===== src/rtl/brk_pkg.sv =====
package brk_pkg;
  localparam int NSRC    = 9;
  localparam int CAUSE_W = 4;

  localparam int SRC_HOST  = 0;
  localparam int SRC_PIN   = 1;
  localparam int SRC_PCBP  = 2;
  localparam int SRC_SEQ   = 3;
  localparam int SRC_DATA  = 4;
  localparam int SRC_REG   = 5;
  localparam int SRC_UNDEF = 6;
  localparam int SRC_WPROT = 7;
  localparam int SRC_STACK = 8;

  typedef enum logic [1:0] {
    SQ_WAIT1 = 2'd0,
    SQ_WAIT2 = 2'd1,
    SQ_COUNT = 2'd2
  } seq_state_e;
endpackage


===== src/rtl/brk_pin_filter.sv =====
module brk_pin_filter #(
  parameter int FILT_LEN = 16
) (
  input  logic clk,
  input  logic rst_n,
  input  logic pin_n,
  output logic fall_pulse
);
  localparam int CNTW = (FILT_LEN > 1) ? $clog2(FILT_LEN) : 1;

  logic            sync_a, sync_b, level;
  logic [CNTW-1:0] run_cnt;

  always_ff @(posedge clk or negedge rst_n) begin
    if (!rst_n) begin
      sync_a     <= 1'b1;
      sync_b     <= 1'b1;
      level      <= 1'b1;
      run_cnt    <= '0;
      fall_pulse <= 1'b0;
    end else begin
      sync_a     <= pin_n;
      sync_b     <= sync_a;
      fall_pulse <= 1'b0;
      if (sync_b != level) begin
        if (run_cnt == CNTW'(FILT_LEN - 1)) begin
          level      <= sync_b;
          run_cnt    <= '0;
          fall_pulse <= ~sync_b;
        end else begin
          run_cnt <= run_cnt + 1'b1;
        end
      end else begin
        run_cnt <= '0;
      end
    end
  end


  filt_fall_src_chk: assert property (@(posedge clk) disable iff (!rst_n)
    $fell(level) |-> !$past(sync_b));
endmodule


===== src/rtl/brk_seq_match.sv =====
module brk_seq_match import brk_pkg::*; #(
  parameter int PW = 13,
  parameter int CW = 8
) (
  input  logic          clk,
  input  logic          rst_n,
  input  logic          restart,
  input  logic          fetch_vld,
  input  logic [PW-1:0] fetch_pc,
  input  logic [PW-1:0] pc1,
  input  logic [PW-1:0] pc2,
  input  logic [PW-1:0] pc3,
  input  logic [CW-1:0] pass_cnt,
  output logic          seq_hit
);
  seq_state_e    state;
  logic [CW-1:0] cnt;
  logic [CW:0]   target;
  logic          reached;

  assign target  = (pass_cnt == '0) ? (CW+1)'(1) : {1'b0, pass_cnt};
  assign reached = ({1'b0, cnt} + (CW+1)'(1)) >= target;
  assign seq_hit = fetch_vld && (state == SQ_COUNT) && (fetch_pc == pc3) && reached;

  always_ff @(posedge clk or negedge rst_n) begin
    if (!rst_n) begin
      state <= SQ_WAIT1;
      cnt   <= '0;
    end else if (restart) begin
      state <= SQ_WAIT1;
      cnt   <= '0;
    end else if (fetch_vld) begin
      unique case (state)
        SQ_WAIT1: if (fetch_pc == pc1) state <= SQ_WAIT2;
        SQ_WAIT2: if (fetch_pc == pc2) begin
          state <= SQ_COUNT;
          cnt   <= '0;
        end
        SQ_COUNT: if (fetch_pc == pc3) begin
          if (reached) begin
            state <= SQ_WAIT1;
            cnt   <= '0;
          end else begin
            cnt <= cnt + 1'b1;
          end
        end
        default: state <= SQ_WAIT1;
      endcase
    end
  end


  seq_rearm_chk: assert property (@(posedge clk) disable iff (!rst_n)
    seq_hit |=> state == SQ_WAIT1);

  seq_restart_chk: assert property (@(posedge clk) disable iff (!rst_n)
    restart |=> (state == SQ_WAIT1) && (cnt == '0));
endmodule


===== src/rtl/brk_cond_match.sv =====
module brk_cond_match #(
  parameter int NBP = 4,
  parameter int PW  = 13,
  parameter int AW  = 12,
  parameter int DW  = 4,
  parameter int RW  = 44
) (
  input  logic              fetch_vld,
  input  logic [PW-1:0]     fetch_pc,
  input  logic              mem_vld,
  input  logic [AW-1:0]     mem_addr,
  input  logic [DW-1:0]     mem_data,
  input  logic              mem_wr,
  input  logic              stk_vld,
  input  logic [AW-1:0]     stk_addr,
  input  logic              ins_done,
  input  logic [RW-1:0]     reg_snap,
  input  logic [NBP-1:0]    bp_en,
  input  logic [NBP*PW-1:0] bp_pc,
  input  logic [AW-1:0]     d_lo,
  input  logic [AW-1:0]     d_hi,
  input  logic [DW-1:0]     d_val,
  input  logic [DW-1:0]     d_mask,
  input  logic              rw_val,
  input  logic              rw_mask,
  input  logic [RW-1:0]     r_val,
  input  logic [RW-1:0]     r_mask,
  input  logic [PW-1:0]     rom_top,
  input  logic [AW-1:0]     ram_lo,
  input  logic [AW-1:0]     ram_hi,
  input  logic [AW-1:0]     io_lo,
  input  logic [AW-1:0]     io_hi,
  input  logic [AW-1:0]     wp_lo,
  input  logic [AW-1:0]     wp_hi,
  input  logic [AW-1:0]     stk_lo,
  input  logic [AW-1:0]     stk_hi,
  output logic              pcbp_hit,
  output logic              data_hit,
  output logic              reg_hit,
  output logic              undef_hit,
  output logic              wprot_hit,
  output logic              stack_hit
);
  logic [NBP-1:0] slot_hit;

  for (genvar k = 0; k < NBP; k++) begin : g_slot
    assign slot_hit[k] = bp_en[k] && (fetch_pc == bp_pc[k*PW +: PW]);
  end

  logic in_drange, in_ram, in_io, in_wp, in_stk;
  assign in_drange = (mem_addr >= d_lo)   && (mem_addr <= d_hi);
  assign in_ram    = (mem_addr >= ram_lo) && (mem_addr <= ram_hi);
  assign in_io     = (mem_addr >= io_lo)  && (mem_addr <= io_hi);
  assign in_wp     = (mem_addr >= wp_lo)  && (mem_addr <= wp_hi);
  assign in_stk    = (stk_addr >= stk_lo) && (stk_addr <= stk_hi);

  assign pcbp_hit  = fetch_vld && (|slot_hit);
  assign data_hit  = mem_vld && in_drange &&
                     (((mem_data ^ d_val) & d_mask) == '0) &&
                     (((mem_wr ^ rw_val) & rw_mask) == 1'b0);
  assign reg_hit   = ins_done && (((reg_snap ^ r_val) & r_mask) == '0);
  assign undef_hit = (fetch_vld && (fetch_pc > rom_top)) ||
                     (mem_vld && !(in_ram || in_io));
  assign wprot_hit = mem_vld && mem_wr && in_wp;
  assign stack_hit = stk_vld && !in_stk;
endmodule


===== src/rtl/dbg_break_unit.sv =====
module dbg_break_unit import brk_pkg::*; #(
  parameter int NBP      = 4,
  parameter int PW       = 13,
  parameter int AW       = 12,
  parameter int DW       = 4,
  parameter int ACCW     = 4,
  parameter int IDXW     = 16,
  parameter int CW       = 8,
  parameter int FILT_LEN = 16
) (
  input  logic                         clk,
  input  logic                         rst_n,
  input  logic                         emu_start,
  input  logic                         host_brk,
  input  logic                         ext_brk_n,
  input  logic                         intack,
  input  logic                         halt_sleep,
  input  logic                         fetch_vld,
  input  logic [PW-1:0]                fetch_pc,
  input  logic                         mem_vld,
  input  logic [AW-1:0]                mem_addr,
  input  logic [DW-1:0]                mem_data,
  input  logic                         mem_wr,
  output logic                         mem_we_out,
  input  logic                         stk_vld,
  input  logic [AW-1:0]                stk_addr,
  input  logic                         ins_done,
  input  logic [2*ACCW+4+2*IDXW-1:0]   reg_snap,
  input  logic [8:0]                   cfg_src_en,
  input  logic [NBP-1:0]               cfg_bp_en,
  input  logic [NBP*PW-1:0]            cfg_bp_pc,
  input  logic [PW-1:0]                cfg_seq_pc1,
  input  logic [PW-1:0]                cfg_seq_pc2,
  input  logic [PW-1:0]                cfg_seq_pc3,
  input  logic [CW-1:0]                cfg_seq_cnt,
  input  logic [AW-1:0]                cfg_d_lo,
  input  logic [AW-1:0]                cfg_d_hi,
  input  logic [DW-1:0]                cfg_d_val,
  input  logic [DW-1:0]                cfg_d_mask,
  input  logic                         cfg_rw_val,
  input  logic                         cfg_rw_mask,
  input  logic [2*ACCW+4+2*IDXW-1:0]   cfg_r_val,
  input  logic [2*ACCW+4+2*IDXW-1:0]   cfg_r_mask,
  input  logic [PW-1:0]                cfg_rom_top,
  input  logic [AW-1:0]                cfg_ram_lo,
  input  logic [AW-1:0]                cfg_ram_hi,
  input  logic [AW-1:0]                cfg_io_lo,
  input  logic [AW-1:0]                cfg_io_hi,
  input  logic [AW-1:0]                cfg_wp_lo,
  input  logic [AW-1:0]                cfg_wp_hi,
  input  logic [AW-1:0]                cfg_stk_lo,
  input  logic [AW-1:0]                cfg_stk_hi,
  output logic                         brk_req,
  output logic [3:0]                   brk_cause,
  output logic                         brk_active,
  output logic                         stop_n
);
  localparam int RW = 2*ACCW + 4 + 2*IDXW;

  logic pin_fall, seq_hit;
  logic pcbp_hit, data_hit, reg_hit, undef_hit, wprot_hit, stack_hit;

  brk_pin_filter #(.FILT_LEN(FILT_LEN)) u_pin (
    .clk(clk), .rst_n(rst_n), .pin_n(ext_brk_n), .fall_pulse(pin_fall)
  );

  brk_seq_match #(.PW(PW), .CW(CW)) u_seq (
    .clk(clk), .rst_n(rst_n), .restart(emu_start),
    .fetch_vld(fetch_vld), .fetch_pc(fetch_pc),
    .pc1(cfg_seq_pc1), .pc2(cfg_seq_pc2), .pc3(cfg_seq_pc3),
    .pass_cnt(cfg_seq_cnt), .seq_hit(seq_hit)
  );

  brk_cond_match #(.NBP(NBP), .PW(PW), .AW(AW), .DW(DW), .RW(RW)) u_cond (
    .fetch_vld(fetch_vld), .fetch_pc(fetch_pc),
    .mem_vld(mem_vld), .mem_addr(mem_addr), .mem_data(mem_data), .mem_wr(mem_wr),
    .stk_vld(stk_vld), .stk_addr(stk_addr),
    .ins_done(ins_done), .reg_snap(reg_snap),
    .bp_en(cfg_bp_en), .bp_pc(cfg_bp_pc),
    .d_lo(cfg_d_lo), .d_hi(cfg_d_hi), .d_val(cfg_d_val), .d_mask(cfg_d_mask),
    .rw_val(cfg_rw_val), .rw_mask(cfg_rw_mask),
    .r_val(cfg_r_val), .r_mask(cfg_r_mask),
    .rom_top(cfg_rom_top), .ram_lo(cfg_ram_lo), .ram_hi(cfg_ram_hi),
    .io_lo(cfg_io_lo), .io_hi(cfg_io_hi), .wp_lo(cfg_wp_lo), .wp_hi(cfg_wp_hi),
    .stk_lo(cfg_stk_lo), .stk_hi(cfg_stk_hi),
    .pcbp_hit(pcbp_hit), .data_hit(data_hit), .reg_hit(reg_hit),
    .undef_hit(undef_hit), .wprot_hit(wprot_hit), .stack_hit(stack_hit)
  );

  logic [NSRC-1:0]    raw_hits, hits;
  logic [CAUSE_W-1:0] cur_cause, take_cause, pend_cause;
  logic               any_hit, take, pend;

  assign raw_hits = {stack_hit, wprot_hit, undef_hit, reg_hit, data_hit,
                     seq_hit, pcbp_hit, pin_fall, host_brk};
  assign hits     = raw_hits & cfg_src_en;
  assign any_hit  = |hits;

  always_comb begin
    cur_cause = '0;
    for (int i = NSRC - 1; i >= 0; i--)
      if (hits[i]) cur_cause = CAUSE_W'(i);
  end

  always_comb begin
    if (pend && !(any_hit && (cur_cause < pend_cause))) take_cause = pend_cause;
    else                                               take_cause = cur_cause;
  end

  assign take = !emu_start && !brk_active && !intack &&
                (any_hit || (pend && fetch_vld));

  always_ff @(posedge clk or negedge rst_n) begin
    if (!rst_n) begin
      brk_req    <= 1'b0;
      brk_cause  <= '0;
      brk_active <= 1'b0;
      pend       <= 1'b0;
      pend_cause <= '0;
    end else begin
      brk_req <= 1'b0;
      if (emu_start) begin
        brk_active <= 1'b0;
        pend       <= 1'b0;
      end else if (take) begin
        brk_req    <= 1'b1;
        brk_cause  <= take_cause;
        brk_active <= 1'b1;
        pend       <= 1'b0;
      end else if (!brk_active && intack && any_hit) begin
        pend       <= 1'b1;
        pend_cause <= take_cause;
      end
    end
  end

  assign mem_we_out = mem_vld && mem_wr && !(wprot_hit && cfg_src_en[SRC_WPROT]);
  assign stop_n     = !(halt_sleep || brk_active);


  intack_defer_chk: assert property (@(posedge clk) disable iff (!rst_n)
    intack |=> !brk_req);

  no_retrigger_chk: assert property (@(posedge clk) disable iff (!rst_n)
    (brk_active && !emu_start) |=> !brk_req);

  restart_clear_chk: assert property (@(posedge clk) disable iff (!rst_n)
    emu_start |=> !brk_active);

  stop_low_chk: assert property (@(posedge clk) disable iff (!rst_n)
    brk_req |-> !stop_n);

  cause_range_chk: assert property (@(posedge clk) disable iff (!rst_n)
    brk_req |-> (brk_cause < CAUSE_W'(NSRC)));
endmodule


===== config.mk =====
export PLATFORM = sky130hd
export DESIGN_NAME = dbg_break_unit
export DESIGN_NICKNAME = d
export VERILOG_FILES = /design/src/rtl/brk_pkg.sv /design/src/rtl/brk_pin_filter.sv /design/src/rtl/brk_seq_match.sv /design/src/rtl/brk_cond_match.sv /design/src/rtl/dbg_break_unit.sv
export SDC_FILE = /design/constraint.sdc
export NUM_CORES = 1
export LEC_CHECK = 0
export BUFFER_PORTS_ARGS = -buffer_cell sky130_fd_sc_hd__clkbuf_2
export CORE_AREA = 5 5 169 171
export CTS_BUF_LIST = sky130_fd_sc_hd__clkbuf_16
export DETAILED_ROUTE_END_ITERATION = 10
export DIE_AREA = 0 0 174 176
export GPL_TIMING_DRIVEN = 0
export PLACE_DENSITY_LB_ADDON = 0.25
export SETUP_SLACK_MARGIN = 0.2
export SYNTH_ARGS = -nofsm -noshare
export SYNTH_HDL_FRONTEND = slang
export SYNTH_HIERARCHICAL = 1
export SYNTH_SLANG_ARGS = --single-unit

===== constraint.sdc =====
create_clock -name clk -period 5.8 [get_ports clk]
set_input_delay 0 -clock clk [delete_from_list [all_inputs] [get_ports clk]]
set_output_delay 0 -clock clk [all_outputs]
set_load 0.05 [all_outputs]

# == Yosys cells after proc, flatten, opt, wreduce, memory -nomap -nowiden ==
# Index checks and enable logic that the tools add are counted.
# Widths: inputs -> output; s select.
# word_totals
ff_bits,29
input_bits,440
output_inout_bits,8
# op_classes
n_addsub,3
magnitude_cmp,13
n_eq_ne,15
n_mux,35
n_bitwise,11
n_reduce_logical,59
# ops
op,n
$eq 13x13->1,7
$ge 12x12->1,5
$le 12x12->1,5
$mux 4,12
$mux 8,6
$and 44x44->44,1
$logic_not 44->1,1
$xor 44x44->44,1
$logic_and 1x1->1,32
$pmux 8 s2,1
$gt 13x13->1,1
$mux 2,6
$add 8x1->9 const B,1
$and 9x9->9,1
$ge 9x9->1,1
$mux 1,9
$ne 3x2->1 const B,3
$reduce_or 9->1,1
$add 8x1->8 const B,1
$logic_not 1->1,8
$logic_not 8->1,1
$pmux 2 s3,1
$reduce_bool 3->1,2
$reduce_and 5->1,1
other kinds (20),28

# == Depth between registers and ports, before layout ==
# logic_depth
ltp_word,21
depth_mapped,20

# == By module ==
# Netlist, hierarchy kept.
# modules_own_cells
module,instances,cells_each,area_per_inst_um2
brk_cond_match,1,597,4569.4
brk_seq_match,1,152,1336.3
dbg_break_unit,1,83,728.2
brk_pin_filter,1,22,316.6

# == Worst setup path after synthesis ==
# Ideal clock, no wire load.
# synth_timing
path_kind,register to register
from,register u_seq.cnt[2]
to,register pend_cause[0]
setup_ns,0.125
arrival_ns,4.484
required_time_ns,5.675
setup_slack_ns,1.192
stages_incl_launch_ff,20
path_buffers,0
period_less_slack_ns,4.608
cell_sequence,dfrtp_1 -> and3_1 -> and3_1 -> nand3_1 -> xnor2_1 -> ha_1 -> and3_1 -> a221o_1 -> a31o_1 -> nor2_1 -> nor4_1 -> a22o_1 -> or4_1 -> nor2_1 -> ha_1 -> a21oi_1 -> o211ai_1 -> a21oi_1 -> o2111a_1 -> mux2_2
# synth_between
elab_chain_len,13
# synth_lines
element,line,source
start: declaration,brk_seq_match.sv:17,logic [CW-1:0] cnt;
start signal: assignment,brk_seq_match.sv:44,cnt <= cnt + 1'b1;
$add 8x1->9 *,brk_seq_match.sv:22,"assign reached = ({1'b0, cnt} + (CW+1)'(1)) >= target;"
$ge 9x9->1 *,brk_seq_match.sv:22,
$logic_and 1x1->1 *,brk_seq_match.sv:23,assign seq_hit = fetch_vld && (state == SQ_COUNT) && (fetch_pc == pc3) && reached;
via seq_hit,dbg_break_unit.sv:60,"logic pin_fall, seq_hit;"
$and 9x9->9 *,dbg_break_unit.sv:96,assign hits = raw_hits & cfg_src_en;
$mux 4 (4 in a row),dbg_break_unit.sv:102,if (hits[i]) cur_cause = CAUSE_W'(i);
$lt 4x4->1,dbg_break_unit.sv:106,if (pend && !(any_hit && (cur_cause < pend_cause))) take_cause = pend_cause;
$logic_and 1x1->1,dbg_break_unit.sv:106,
$logic_not 1->1,dbg_break_unit.sv:106,
$logic_and 1x1->1,dbg_break_unit.sv:106,
$mux 4,dbg_break_unit.sv:106,
end signal: assignment,dbg_break_unit.sv:132,pend_cause <= take_cause;
end: declaration,dbg_break_unit.sv:91,"logic [CAUSE_W-1:0] cur_cause, take_cause, pend_cause;"
# The timed path passes the listed nets; every way through them passes the cells marked *.
# A chain may end at the register's enable or synchronous reset.

# == Worst setup path after layout ==
# Ends and elaborated chain as after synthesis.

==> reports/qor.yml <==
sta:
  report.final.slew_viol_count: 0
  setup_violations: 0
  min_period_over_period_pct: 89.93
  finalHoldViolCount: 0
  setup_tns_ns: 0
  skew_ns: 0.003166
  worst_pin_slew_ns: 0.7526
  fin_crit_ns: 5.216
  rsz0062_at_grt: "no"
  hold_slack_ns: 0.05521
  fmax_mhz: 191.7
  slew_headroom_pct: 49.83
  setup_slack_ns: 0.5839
min_path:
  worstHoldPathType: "in -> reg"
routing:
  ant_nets: 0
  viasPerCell: 4.667
  drt-total-wl_mm: 30.65
  drt_iter0_drc: 346
  first_pass_iters: 4
  wl_per_cell_um: 18.45
  vias: 7752
  route.detailed.drc: 0
placed_design:
  io_buffer_count: 447
  numPlacedInstances: 1642
  dp_slack_ns: 0.5838
  dp.final_hpwl_mm: 27.65
  gp_routability_congestion: 0.9186
  postPlaceCellArea_um2: 9614
finish:
  area_growth_pct: 41.78
  drive_gt1_share_pct: 36.97
  nets: 1897
  final_cells: 1661
  final_area_um2: 9854
setup_path:
  critPathMaxStageDelay_ns: 0.53
  critPathKind: "reg -> reg"
  worstRegToRegCells: 19
  r2r_slack_ns: 0.58
  path_depth: 19
  path_max_fanout: 7
  crit_start: "u_seq/cnt[2]"
  crit_buf_inv: 0
  cp-end-kind: "flop"
  crit_family: "compound AO/OA/AOI/OAI gates"
  crit_chain: "and3_1, and3_1, nand3_1, xnor2_1, ha_1, and3_1, a221o_1, a31o_1, nor2_1, nor4_1, a22o_1, or4_1, nor2_1, ha_1, a21oi_1, o211ai_1, a21oi_1, o2111a_1, mux2_2"
  crit_slowest_cell: "or4_1"
  startpoint_type: "flop"
  critPathRequiredTime_ns: 5.96
  cpMostUsedCell: "and3_1"
  r2r-end: "pend_cause[0]"
  cp.arrival_ns: 5.37
  r2r-start: "u_seq/cnt[2]"
  worstSetupEndpoint: "pend_cause[0]"
synthesis:
  syn_inst: 854
  ys_types: 73
  yosys-top-cells-area: "ha_1, xnor2_1, dfrtp_1"
  avgSynthCellArea_um2: 8.139
  synthTopCellsByCount: "ha_1, inv_1, xnor2_1"
  yosysSeqAreaShare_pct: 10.50
  synth.top_cell.area_share_pct: 26.28
  yosys_warnings: 6
  netlist_area_um2: 6950
  syn-num-nets: 1440
  synth_most_common_cell: "ha_1"
  synth-seq-cells: 29
  synth-edff-count: 0
  yosysTopAreaCell: "ha_1"
  ys_async_sr_fraction_pct: 100.0
  synthFlopType: "dfrtp_1"
floorplanning:
  dieArea_um2: 30620
  die_w_um: 174
  die_h_um: 176
  coreArea_um2: 26730
  rows: 60
  start_util_pct: 26.01
  ios: 448
job:
  max-cap-violations: 0
clock_network:
  clock_latency_ns: 0.27
  htree_levels: 2
  postCtsResizedCells: 0
  cts_buffer_depth: 2
  cts_buffers: 5
  cts_tree: "done"
  cts_root_buffer: "clkbuf_16"
  clock_sinks: 29
  cts.clk_slew.worst_paths_ns: 0.05
pwr:
  power_frac_comb_pct: 53.1
  ir_drop_mv: 0.1577
  clkPwrFrac_pct: 27.7
  leakagePower_nw: 5.641
  intPower_mw: 0.7777
  p_sw_mw: 0.4425
  power.share.sequential_pct: 19.2
  switching_share_pct: 36.26
  cellPowerDensity_nw_per_um2: 123.8
global_route:
  grt_pass1_vias: 8180
  antenna_found_initial: 9
  grtUsageTotal_pct: 18.95
  grt-ovfl-total: 0
  grt_pass1_wl_mm: 45.33
  grt_max_degree: 30
outcome:
  status: "finished clean"
worst register-to-register path, cell delays in order (launching register included):
cell and delay [ns]:
dfrtp_1 0.45, and3_1 0.24, and3_1 0.19, nand3_1 0.10, xnor2_1 0.25, ha_1 0.29, and3_1 0.17, a221o_1 0.32
a31o_1 0.22, nor2_1 0.14, nor4_1 0.11, a22o_1 0.28, or4_1 0.53, nor2_1 0.19, ha_1 0.28, a21oi_1 0.20
o211ai_1 0.11, a21oi_1 0.28, o2111a_1 0.39, mux2_2 0.36
registers in the layout, indices dropped and copies added, names as in the netlist:
name	count
brk_cause	4
u_seq/state	2
pend	1
u_pin/fall_pulse	1
brk_req	1
u_pin/sync_a	1
u_pin/level	1
pend_cause	4
brk_active	1
u_seq/cnt	8
u_pin/run_cnt	4
u_pin/sync_b	1
metal layers:
metal | vias up | global-route usage, % | routed length (um)
met5 | - | 0 | 0
met4 | 0 | 6.269 | 643
met3 | 28 | 3.490 | 1732
met2 | 287 | 35.15 | 15950
met1 | 3468 | 21.96 | 12320
li1 | 3969 | - | -
worst min path at each step:
stage | cells after the start | from | endpoint | slack, ns
finish | 2 | emu_start | pend | 0.06
global route | 2 | emu_start | pend | 0.06
CTS | 2 | emu_start | pend | 0.04
detailed placement | 1 | ext_brk_n | u_pin/sync_a | 0.09
global placement | 1 | ext_brk_n | u_pin/sync_a | 0.09
floorplan | 0 | rst_n | brk_active | -0.30
through the flow:
step	util, %	power, mW
finish	36.87	1.220
global route	36.87	1.320
CTS	36.80	1.230
detailed placement	35.97	0.8849
global placement	35.97	0.8769
floorplan	-	0.5917
cell usage in the layout, fill, tap and decap left out, types with 5 or more instances in the layout:
| master | n |
|---|---|
| a211oi_1 | 6 |
| a21o_1 | 47 |
| a21oi_1 | 37 |
| a221oi_1 | 10 |
| a22o_1 | 15 |
| a22oi_1 | 7 |
| clkbuf_16 | 5 |
| clkbuf_2 | 449 |
| dfrtp_1 | 26 |
| diode_2 | 8 |
| ha_1 | 146 |
| inv_1 | 144 |
| nand2_1 | 33 |
| nand2b_1 | 6 |
| nand3_1 | 26 |
| nand4_1 | 40 |
| nor2_1 | 22 |
| nor2b_1 | 7 |
| nor3_1 | 9 |
| nor4_1 | 10 |
| o211ai_1 | 6 |
| o21a_1 | 5 |
| o21ai_0 | 18 |
| o21ai_1 | 9 |
| xnor2_1 | 78 |
| xor2_1 | 70 |
layout make-up:
cell class	count	area [um2]
Inverter	144	540.5
Fill cell	2887	16870
Timing Repair Buffer	450	2267
Tap cell	341	426.7
Buffer	6	35.03
Clock buffer	5	125.1
Sequential cell	29	729.5
Antenna cell	8	20.02
Multi-Input combinational cell	675	5645
Clock inverter	3	65.06
power by group through the flow:
stage | clock network (mW) | registers [mW] | logic (mW)
floorplan | 0 | 0.262 | 0.329
global placement | 0 | 0.237 | 0.640
detailed placement | 0 | 0.238 | 0.647
CTS | 0.343 | 0.234 | 0.653
global route | 0.357 | 0.237 | 0.726
finish | 0.338 | 0.234 | 0.648
cell families after synthesis:
kind of cell               share of synthesized area (%)
DFF                                                10.50
and+or+nand+nor                                    15.05
buffers and inverters                              8.281
xor gates and xnor gates                           18.65
adders and majority gates                          26.28
AOI/OAI and AO/OA                                  20.29
muxes                                             0.9540
repair_timing:
item | 4_1_cts | 5_1_grt
hold buffers | 3 | 0
buffers inserted | 0 | 0
endpoints found under the hold margin | 28 | 0
No activity file was read; power rests on OpenSTA's default activity.
